--- config.mk ---
export PLATFORM = sky130hd
export DESIGN_NAME = adcrd_ctrl
export DESIGN_NICKNAME = d
export VERILOG_FILES = /design/src/rtl/adcrd_pkg.sv /design/src/rtl/adcrd_phase_timer.sv /design/src/rtl/adcrd_conv_watch.sv /design/src/rtl/adcrd_sync.sv /design/src/rtl/adcrd_assemble.sv /design/src/rtl/adcrd_ctrl.sv
export SDC_FILE = /design/constraint.sdc
export NUM_CORES = 1
export LEC_CHECK = 0
export BUFFER_PORTS_ARGS = -buffer_cell sky130_fd_sc_hd__buf_2
export CAP_MARGIN = 5
export CORE_UTILIZATION = 40
export DETAILED_ROUTE_END_ITERATION = 12
export GPL_TIMING_DRIVEN = 1
export PLACE_DENSITY_LB_ADDON = 0.25
export SYNTH_ARGS = -nofsm -noshare
export SYNTH_HDL_FRONTEND = slang
export SYNTH_SLANG_ARGS = --single-unit
--- constraint.sdc ---
create_clock -name clk -period 2.41 [get_ports clk]
set_clock_uncertainty 0.2 [all_clocks]
set_input_delay 0 -clock clk [delete_from_list [all_inputs] [get_ports clk]]
set_output_delay 0 -clock clk [all_outputs]
set_load 0.01 [all_outputs]
--- src/rtl/adcrd_pkg.sv ---
`timescale 1ns/1ps
package adcrd_pkg;

  typedef enum logic [3:0] {
    ST_IDLE,
    ST_CV_SET,
    ST_CV_CE,
    ST_CV_HOLD,
    ST_STS_WIN,
    ST_BUSY,
    ST_RD_SET,
    ST_RD_CE,
    ST_RD_HOLD,
    ST_RESULT
  } adcrd_state_e;

  // nanoseconds to whole clock cycles, rounded up, never below one
  function automatic int unsigned ns_to_cyc(input int unsigned ns, input int unsigned per);
    int unsigned c;
    c = (ns + per - 1) / per;
    if (c == 0) c = 1;
    return c;
  endfunction

  function automatic int unsigned max_u(input int unsigned a, input int unsigned b);
    return (a > b) ? a : b;
  endfunction

endpackage

--- src/rtl/adcrd_phase_timer.sv ---
`timescale 1ns/1ps
// Down-counter shared by all timed phases; done when it reaches zero.
module adcrd_phase_timer #(
  parameter int W = 8
) (
  input  logic         clk,
  input  logic         rst_n,
  input  logic         load,
  input  logic [W-1:0] load_val,
  output logic         done
);

  logic [W-1:0] cnt_q;

  always_ff @(posedge clk or negedge rst_n) begin
    if (!rst_n)              cnt_q <= '0;
    else if (load)           cnt_q <= load_val;
    else if (cnt_q != '0)    cnt_q <= cnt_q - 1'b1;
  end

  assign done = (cnt_q == '0);

endmodule

--- src/rtl/adcrd_conv_watch.sv ---
`timescale 1ns/1ps
// Counts cycles spent waiting for the status line; flags the limit.
module adcrd_conv_watch #(
  parameter int LIMIT = 8000,
  parameter int W     = 13
) (
  input  logic clk,
  input  logic rst_n,
  input  logic run,
  output logic expired
);

  logic [W-1:0] cnt_q;

  assign expired = (cnt_q == W'(LIMIT - 1));

  always_ff @(posedge clk or negedge rst_n) begin
    if (!rst_n)          cnt_q <= '0;
    else if (!run)       cnt_q <= '0;
    else if (!expired)   cnt_q <= cnt_q + 1'b1;
  end

endmodule

--- src/rtl/adcrd_sync.sv ---
`timescale 1ns/1ps
// Brings the converter status line into the clock domain.
module adcrd_sync #(
  parameter int STAGES = 2
) (
  input  logic clk,
  input  logic rst_n,
  input  logic d,
  output logic q
);

  generate
    if (STAGES == 0) begin : g_pass
      assign q = d;
    end else begin : g_chain
      logic [STAGES-1:0] sh_q;
      always_ff @(posedge clk or negedge rst_n) begin
        if (!rst_n) sh_q <= '0;
        else begin
          sh_q[0] <= d;
          for (int i = 1; i < STAGES; i++) sh_q[i] <= sh_q[i-1];
        end
      end
      assign q = sh_q[STAGES-1];
    end
  endgenerate

endmodule

--- src/rtl/adcrd_assemble.sv ---
`timescale 1ns/1ps
// Builds the result word from one full read or two byte-lane reads.
module adcrd_assemble #(
  parameter int DW = 12,
  parameter int BW = 8
) (
  input  logic          clk,
  input  logic          rst_n,
  input  logic          clr,
  input  logic          cap_full,
  input  logic          cap_hi,
  input  logic          cap_lo,
  input  logic [DW-1:0] db,
  output logic [DW-1:0] word
);

  localparam int LW = DW - BW;

  logic [BW-1:0] lane;
  assign lane = db[DW-1 -: BW];

  always_ff @(posedge clk or negedge rst_n) begin
    if (!rst_n)        word <= '0;
    else if (clr)      word <= '0;
    else if (cap_full) word <= db;
    else if (cap_hi)   word[DW-1 -: BW] <= lane;
    else if (cap_lo)   word[LW-1:0] <= lane[BW-1 -: LW];
  end

endmodule

--- src/rtl/adcrd_ctrl.sv ---
`timescale 1ns/1ps
module adcrd_ctrl
  import adcrd_pkg::*;
#(
  parameter int unsigned CLK_PERIOD_NS = 4,
  parameter int unsigned SETUP_NS      = 50,
  parameter int unsigned CE_WIDTH_NS   = 150,
  parameter int unsigned HOLD_NS       = 50,
  parameter int unsigned STS_RISE_NS   = 200,
  parameter int unsigned TIMEOUT_CYC   = 8000,
  parameter int          STS_SYNC      = 2,
  parameter int          DW            = 12,
  parameter int          BW            = 8
) (
  input  logic          clk,
  input  logic          rst_n,
  input  logic          cmd_valid,
  output logic          cmd_ready,
  input  logic          cmd_wide,
  output logic          res_valid,
  input  logic          res_ready,
  output logic [DW-1:0] res_data,
  output logic          res_err,
  output logic          adc_ce,
  output logic          adc_cs_n,
  output logic          adc_rc,
  output logic          adc_a0,
  output logic          adc_fmt12,
  input  logic          adc_sts,
  input  logic [DW-1:0] adc_db
);

  localparam int unsigned SETUP_CYC = ns_to_cyc(SETUP_NS, CLK_PERIOD_NS);
  localparam int unsigned CE_CYC    = ns_to_cyc(CE_WIDTH_NS, CLK_PERIOD_NS);
  localparam int unsigned HOLD_CYC  = ns_to_cyc(HOLD_NS, CLK_PERIOD_NS);
  localparam int unsigned WIN_CYC   = ns_to_cyc(STS_RISE_NS, CLK_PERIOD_NS);
  localparam int unsigned PH_MAX    = max_u(max_u(SETUP_CYC, CE_CYC), max_u(HOLD_CYC, WIN_CYC));
  localparam int          PH_W      = $clog2(PH_MAX + 1);
  localparam int          TMO_W     = $clog2(TIMEOUT_CYC + 1);

  adcrd_state_e st_q, st_d;
  logic wide_q, lo_q, err_q;
  logic ph_done, ph_load, tmo_hit, sts_s;
  logic [PH_W-1:0] ph_val;
  logic accept, cap_strobe, in_conv, in_read;

  assign accept     = cmd_valid && cmd_ready;
  assign cap_strobe = (st_q == ST_RD_CE) && ph_done;

  // ---------------- next state ----------------
  always_comb begin
    st_d = st_q;
    unique case (st_q)
      ST_IDLE:    if (cmd_valid) st_d = ST_CV_SET;
      ST_CV_SET:  if (ph_done) st_d = ST_CV_CE;
      ST_CV_CE:   if (ph_done) st_d = ST_CV_HOLD;
      ST_CV_HOLD: if (ph_done) st_d = ST_STS_WIN;
      ST_STS_WIN: if (ph_done) st_d = ST_BUSY;
      ST_BUSY: begin
        if (!sts_s)       st_d = ST_RD_SET;
        else if (tmo_hit) st_d = ST_RESULT;
      end
      ST_RD_SET:  if (ph_done) st_d = ST_RD_CE;
      ST_RD_CE:   if (ph_done) st_d = ST_RD_HOLD;
      ST_RD_HOLD: if (ph_done) st_d = (!wide_q && !lo_q) ? ST_RD_SET : ST_RESULT;
      ST_RESULT:  if (res_ready) st_d = ST_IDLE;
      default:    st_d = ST_IDLE;
    endcase
  end

  // phase length loaded on every state entry
  always_comb begin
    unique case (st_d)
      ST_CV_SET, ST_RD_SET:   ph_val = PH_W'(SETUP_CYC - 1);
      ST_CV_CE,  ST_RD_CE:    ph_val = PH_W'(CE_CYC - 1);
      ST_CV_HOLD, ST_RD_HOLD: ph_val = PH_W'(HOLD_CYC - 1);
      ST_STS_WIN:             ph_val = PH_W'(WIN_CYC - 1);
      default:                ph_val = '0;
    endcase
  end
  assign ph_load = (st_d != st_q);

  // ---------------- state and transaction registers ----------------
  always_ff @(posedge clk or negedge rst_n) begin
    if (!rst_n) begin
      st_q   <= ST_IDLE;
      wide_q <= 1'b0;
      lo_q   <= 1'b0;
      err_q  <= 1'b0;
    end else begin
      st_q <= st_d;
      if (accept) begin
        wide_q <= cmd_wide;
        lo_q   <= 1'b0;
        err_q  <= 1'b0;
      end
      if (st_q == ST_RD_HOLD && ph_done && !wide_q && !lo_q) lo_q <= 1'b1;
      if (st_q == ST_BUSY && sts_s && tmo_hit) err_q <= 1'b1;
    end
  end

  // ---------------- pin decode ----------------
  assign in_conv   = (st_q == ST_CV_SET) || (st_q == ST_CV_CE) || (st_q == ST_CV_HOLD);
  assign in_read   = (st_q == ST_RD_SET) || (st_q == ST_RD_CE) || (st_q == ST_RD_HOLD);
  assign adc_ce    = (st_q == ST_CV_CE) || (st_q == ST_RD_CE);
  assign adc_cs_n  = !(in_conv || in_read);
  assign adc_rc    = in_read;
  assign adc_a0    = in_read && lo_q && !wide_q;
  assign adc_fmt12 = wide_q;

  assign cmd_ready = (st_q == ST_IDLE);
  assign res_valid = (st_q == ST_RESULT);
  assign res_err   = err_q;

  // ---------------- sub-blocks ----------------
  adcrd_phase_timer #(.W(PH_W)) u_phase (
    .clk      (clk),
    .rst_n    (rst_n),
    .load     (ph_load),
    .load_val (ph_val),
    .done     (ph_done)
  );

  adcrd_conv_watch #(.LIMIT(int'(TIMEOUT_CYC)), .W(TMO_W)) u_watch (
    .clk     (clk),
    .rst_n   (rst_n),
    .run     (st_q == ST_BUSY),
    .expired (tmo_hit)
  );

  adcrd_sync #(.STAGES(STS_SYNC)) u_sync (
    .clk   (clk),
    .rst_n (rst_n),
    .d     (adc_sts),
    .q     (sts_s)
  );

  adcrd_assemble #(.DW(DW), .BW(BW)) u_asm (
    .clk      (clk),
    .rst_n    (rst_n),
    .clr      (accept || (st_q == ST_BUSY && sts_s && tmo_hit)),
    .cap_full (cap_strobe && wide_q),
    .cap_hi   (cap_strobe && !wide_q && !lo_q),
    .cap_lo   (cap_strobe && !wide_q && lo_q),
    .db       (adc_db),
    .word     (res_data)
  );

endmodule

# After elaboration in Yosys (flattened, before gate mapping)
# Index checks and enable logic that the tools add are counted.
# word_totals
input_bits	18
output_inout_bits	20
elab_cells	92
regBits	40
# op_classes
muxes	26
add_sub_neg	2
reduce_logical	35
eq_ne	20
# ops
cell	n
$mux 4	14
$pmux 4 s10	1
$eq 4x3->1 const B	7
$mux 13	2
$mux 12	2
$pmux 6 s3	1
$eq 4x2->1 const B	4
$logic_and 1x1->1	14
$add 13x1->13 const B	1
$eq 13x13->1 const B	1
$eq 4x4->1 const B	3
$mux 6	2
$eq 4x1->1 const B	2
$mux 8	1
$logic_or 1x1->1	7
$logic_not 6->1	1
$reduce_bool 2->1	3
$reduce_bool 3->1	2
$reduce_bool 6->1	1
$sub 6x1->6 const B	1
$logic_not 4->1	1
$ne 4x4->1	1
$reduce_or 4->1	1
$logic_not 1->1	3
5 further kinds	7

# Depth between registers and ports, before layout
# logic_depth
word_depth	9
ltp_mapped	9
depth_no_buf	9

# By module
# A second synthesis with hierarchy kept.
# hier_totals
hier_cells	258
area_unflattened_um2	2522.4
# by_module_without_submodules
module	cells_each	instances	area_each_um2
adcrd_ctrl	90	1	750.7
adcrd_conv_watch	71	1	743.2
adcrd_assemble	55	1	578.1
adcrd_phase_timer	40	1	400.4
adcrd_sync	2	1	50.0

# Worst setup path before layout
# No wires, ideal clock.
# synth_path
path_kind	register -> register
start	reg u_phase.cnt_q[0]
end	reg u_phase.cnt_q[3]
t_arrival_ns	2.147
path_stages_with_launch	10
path_slack_ns	-0.062
setup_ns	0.125
path_cell_list	dfrtp_1 inv_1 ha_1 nor3b_4 nand3_1 a21oi_2 or4bb_1 a31oi_1 a21oi_1 mux2_4
# synth_via
elab_chain_cells	7
elab_cells_between_ends	25
cone_classes	add/sub: 1; eq/ne: 8; mux: 11; reduce/logical: 5
# synth_lines
item	line_no	source
start: declaration	adcrd_phase_timer.sv:13	logic [W-1:0] cnt_q;
start signal: assignment	adcrd_phase_timer.sv:17	else if (load) cnt_q <= load_val;
start signal: assignment	adcrd_phase_timer.sv:18	else if (cnt_q != '0) cnt_q <= cnt_q - 1'b1;
$logic_not 6->1	adcrd_phase_timer.sv:21	assign done = (cnt_q == '0);
$mux 4 (tied with other cells)	adcrd_ctrl.sv:65	ST_RD_HOLD: if (ph_done) st_d = (!wide_q && !lo_q) ? ST_RD_SET : ST_RESULT;
$pmux 4 s10	adcrd_ctrl.sv:53	unique case (st_q)
$eq 4x2->1 (tied with other cells)	adcrd_ctrl.sv:73	unique case (st_d)
$reduce_or 4->1 (no source line) / $reduce_or 2->1 (equally long branches)	--	
$pmux 6 s3	adcrd_ctrl.sv:73	
$mux 6	adcrd_phase_timer.sv:17	
# Parallel ways exist; a longest one is shown, timed or not. The select of a mux whose other input is x is not followed.
# A chain may end at the register's enable or synchronous reset.

# Worst setup path in the final report
# Ends and elaborated chain as after synthesis.

==> impl_metrics.py <==
metrics = {
    "run_status": {
        "outcome": "complete, but fails checks",
        "failing_checks": "setup timing",
    },
    "global_routing": {
        "overflow": 0,
        "grt_util_all_layers": 0.236,
        "global_route_wire_length_before_repair_um": 11100,
        "grt_max_degree": 41,
        "antenna_found_initial": 0,
        "vias_in_the_first_global_route": 2317,
    },
    "routing": {
        "avgViaCountPerCell": 5.39,
        "route.detailed.drc": 0,
        "final_antenna_net_count": 0,
        "wirelength_um": 6950,
        "routed_wire_length_per_instance_um": 15.7,
        "routed-via-count": 2391,
        "detailed_router_s_first_iteration_violation_count": 198,
        "drtPass1Iterations": 4,
    },
    "sta": {
        "final.min_clock_period_ps": 2530,
        "fmaxAchievable_ghz": 0.396,
        "post-route-period-util": 1.05,
        "rsz_0062_raised_after_global_routing": "true",
        "final_critical_path_setup_slack_ps": -116,
        "max_slew_vio_count": 0,
        "hold_violations": 0,
        "setup_viol": 4,
        "worst_slew_margin_rel": 0.401,
        "worstMarginPinSlew_ps": 899,
    },
    "cts": {
        "clk-insertion-delay-late_ps": 290,
        "clock_tree.root_cell": "sky130_fd_sc_hd__clkbuf_8",
        "worst_setup_hold_path_clk_slew_ps": 90,
        "cts_made_buffers": 5,
        "clock_tree_from_tritoncts": "yes",
        "clkSinkCount": 40,
        "cts_max_path_buffers": 2,
        "h-tree-depth": 2,
    },
    "synth": {
        "synthesis.nets": 273,
        "avgSynthCellArea_um2": 9.10,
        "synthDominantAreaCellType": "sky130_fd_sc_hd__dfrtp_1",
        "yosysTopAreaCellShare": 0.435,
        "netlist_instances": 253,
        "synth-edff-count": 0,
        "netlist-cell-type-count": 52,
        "synth_ff_type": "sky130_fd_sc_hd__dfrtp_1",
        "postSynthRegisterBits": 40,
        "synth-warning-count": 0,
        "synth.cell_area_um2": 2300,
        "synth-async-reset-ratio": 1.00,
        "synth_seq_area_share": 0.435,
        "netlist_top_cells_area": "sky130_fd_sc_hd__dfrtp_1 43%, sky130_fd_sc_hd__nor2_1 5.5%, sky130_fd_sc_hd__nand3_1 5.2%",
    },
    "setup_path": {
        "worstPathCellList": "inv_2, ha_4, nor3b_4, nand4_1, a31oi_2, or4bb_4, a31oi_4, a21oi_2, mux2_4",
        "critPathRequiredTime_ps": 2400,
        "crit_path_top_delay_cell": "sky130_fd_sc_hd__or4bb_4",
        "crit_path_max_fanout": 4,
        "cp_data_arrival_time_ps": 2510,
        "worstSetupEndpointType": "flop",
        "crit_type": "flop to flop",
        "start_kind": "flop",
        "worst_path_largest_cell_delay_ps": 500,
        "ff2ff_setup_slack_ps": -120,
    },
    "power_and_ir_drop": {
        "power.switching_fraction": 0.355,
        "power_density_nw_per_um2": 1040,
        "p_total_w": 0.00366,
        "seq_power_share": 0.255,
        "share_comb_of_total_power": 0.535,
        "internal_power_w": 0.00236,
        "power.ir.vdd_worst_mv": 0.509,
        "clkPwrFrac": 0.210,
        "total_switching_power_w": 0.00130,
        "static-leakage-power_nw": 1.70,
    },
    "placed_design": {
        "dp.final_hpwl_um": 4400,
        "pre_cts_slack_ps": -161,
        "io_buffer_count": 37,
        "globalplace.congestion": 0.916,
    },
    "die": {
        "fp.dieH_um": 77.9,
        "fp.dieArea_um2": 6060,
        "row_count": 27,
        "initial_utilization": 0.416,
        "ioPinCount": 38,
        "core_area_um2": 5540,
        "die_w_um": 77.9,
    },
    "finish": {
        "final_layout_size_suffix_gt1_frac": 0.379,
        "final_nets": 391,
        "most_common_cell_after_layout_fill_and_taps_aside": "sky130_fd_sc_hd__buf_4",
        "areaGrowthSynthToFinish_pct": 53.4,
        "antenna-diode-count": 0,
        "layout.cells.most_common_list": "58 x sky130_fd_sc_hd__buf_4, 40 x sky130_fd_sc_hd__dfrtp_1, 37 x sky130_fd_sc_hd__buf_2",
    },
    "run": {
        "drv_cap": 0,
    },
    "hold_path": {
        "min_path_type": "input port to flop",
    },
}
==> cell type report <==
cell class,count,area (um2)
multi-input combinational,195,1350
timing repair buffer,120,900
clock inverter,3,90.1
tap,72,90.1
fill,478,2010
clock buffer,5,68.8
inverter,9,33.8
sequential,40,1000
==> worst max-delay path: cells and delay by family, from the launching register on <==
| family | cells | cell delay [ps] |
|---|---|---|
| mux | 1 | 250 |
| fa+ha+maj | 1 | 140 |
| simple gates | 3 | 900 |
| buf+inv | 1 | 90 |
| compound gates | 3 | 430 |
| flops | 1 | 410 |
==> logic make-up after synthesis <==
logic type | share of synthesized area
AOI/OAI and AO/OA | 0.164
xor gates and xnor gates | 0.0419
adders and majority gates | 0.0109
buffers and inverters | 0.0353
DFF | 0.435
muxes | 0.0375
and+or+nand+nor | 0.276
==> registers in the layout, summed over array words and instances, names as in the netlist <==
name and flops:
u_watch.cnt_q 13, st_q 4, lo_q 1, u_sync.g_chain.sh_q 2, res_err 1, u_phase.cnt_q 6
u_asm.word 12, adc_fmt12 1
==> routing by layer <==
| layer | track usage | wire, um | vias up |
|---|---|---|---|
| met4 | 0.0774 | 201 | 0 |
| met2 | 0.371 | 3250 | 106 |
| met1 | 0.324 | 3070 | 1121 |
| met5 | 0 | 0 | - |
| met3 | 0.0494 | 428 | 21 |
| li1 | - | - | 1143 |
==> cell usage after synthesis, types with 2 or more instances <==
cell type and number:
sky130_fd_sc_hd__o31ai_1 4, sky130_fd_sc_hd__o21ai_0 8, sky130_fd_sc_hd__o32ai_1 2, sky130_fd_sc_hd__xnor2_1 3, sky130_fd_sc_hd__or3_1 3, sky130_fd_sc_hd__nor2b_1 3, sky130_fd_sc_hd__nor2_1 34, sky130_fd_sc_hd__xor2_1 8
sky130_fd_sc_hd__and3_1 3, sky130_fd_sc_hd__nor3_1 7, sky130_fd_sc_hd__nor3b_1 2, sky130_fd_sc_hd__mux2i_1 6, sky130_fd_sc_hd__nand2b_1 6, sky130_fd_sc_hd__dfrtp_1 40, sky130_fd_sc_hd__a31oi_1 4, sky130_fd_sc_hd__buf_2 2
sky130_fd_sc_hd__inv_1 9, sky130_fd_sc_hd__clkbuf_1 5, sky130_fd_sc_hd__ha_1 2, sky130_fd_sc_hd__nand2_1 24, sky130_fd_sc_hd__a211oi_1 5, sky130_fd_sc_hd__nor4_1 2, sky130_fd_sc_hd__nand3_1 24, sky130_fd_sc_hd__a21oi_1 18
sky130_fd_sc_hd__o311ai_0 2
==> final timing paths <==
path / start / to / cells after the start
min in group asynchronous: rst_n / u_watch.cnt_q[8] / 2
min reg2reg: u_sync.g_chain.sh_q[0] / u_sync.g_chain.sh_q[1] / 0
min: cmd_valid / res_err / 4
max: u_phase.cnt_q[0] / u_phase.cnt_q[3] / 9
max in group asynchronous: rst_n / u_asm.word[0] / 2
max reg2reg: u_phase.cnt_q[0] / u_phase.cnt_q[3] / 9
==> stage by stage <==
stage                     instances  hold WS, ps  setup TNS (ps)  utilization  cell area (um2)
after global routing            444         60.9           -1590        0.637             3530
after CTS                       439         47.4           -86.4        0.618             3420
final                           444         49.5            -288        0.637             3530
after detailed placement        402        -87.4            -394        0.529             2930
after global placement          402        -89.2            -329        0.529             2930
after floorplan                 253         -496               0            -             2310
==> power by group through the flow <==
stage               clock (W)  sequential (W)  combinational [W]
floorplan                   0        0.000974           0.000785
global placement            0        0.000928            0.00146
detailed placement          0        0.000930            0.00147
CTS                  0.000781        0.000921            0.00173
global route         0.000797        0.000947            0.00211
finish               0.000767        0.000933            0.00196
==> what timing repair did <==
action	in CTS	in global routing
hold buffers	16	0
endpoints found under the setup margin	5	14
setup buffers	13	5
gates cloned	0	0
pin swaps	8	10
resized for setup	15	15
endpoints found under the hold margin	55	0
Note: power is estimated with default switching activity, not from simulation.
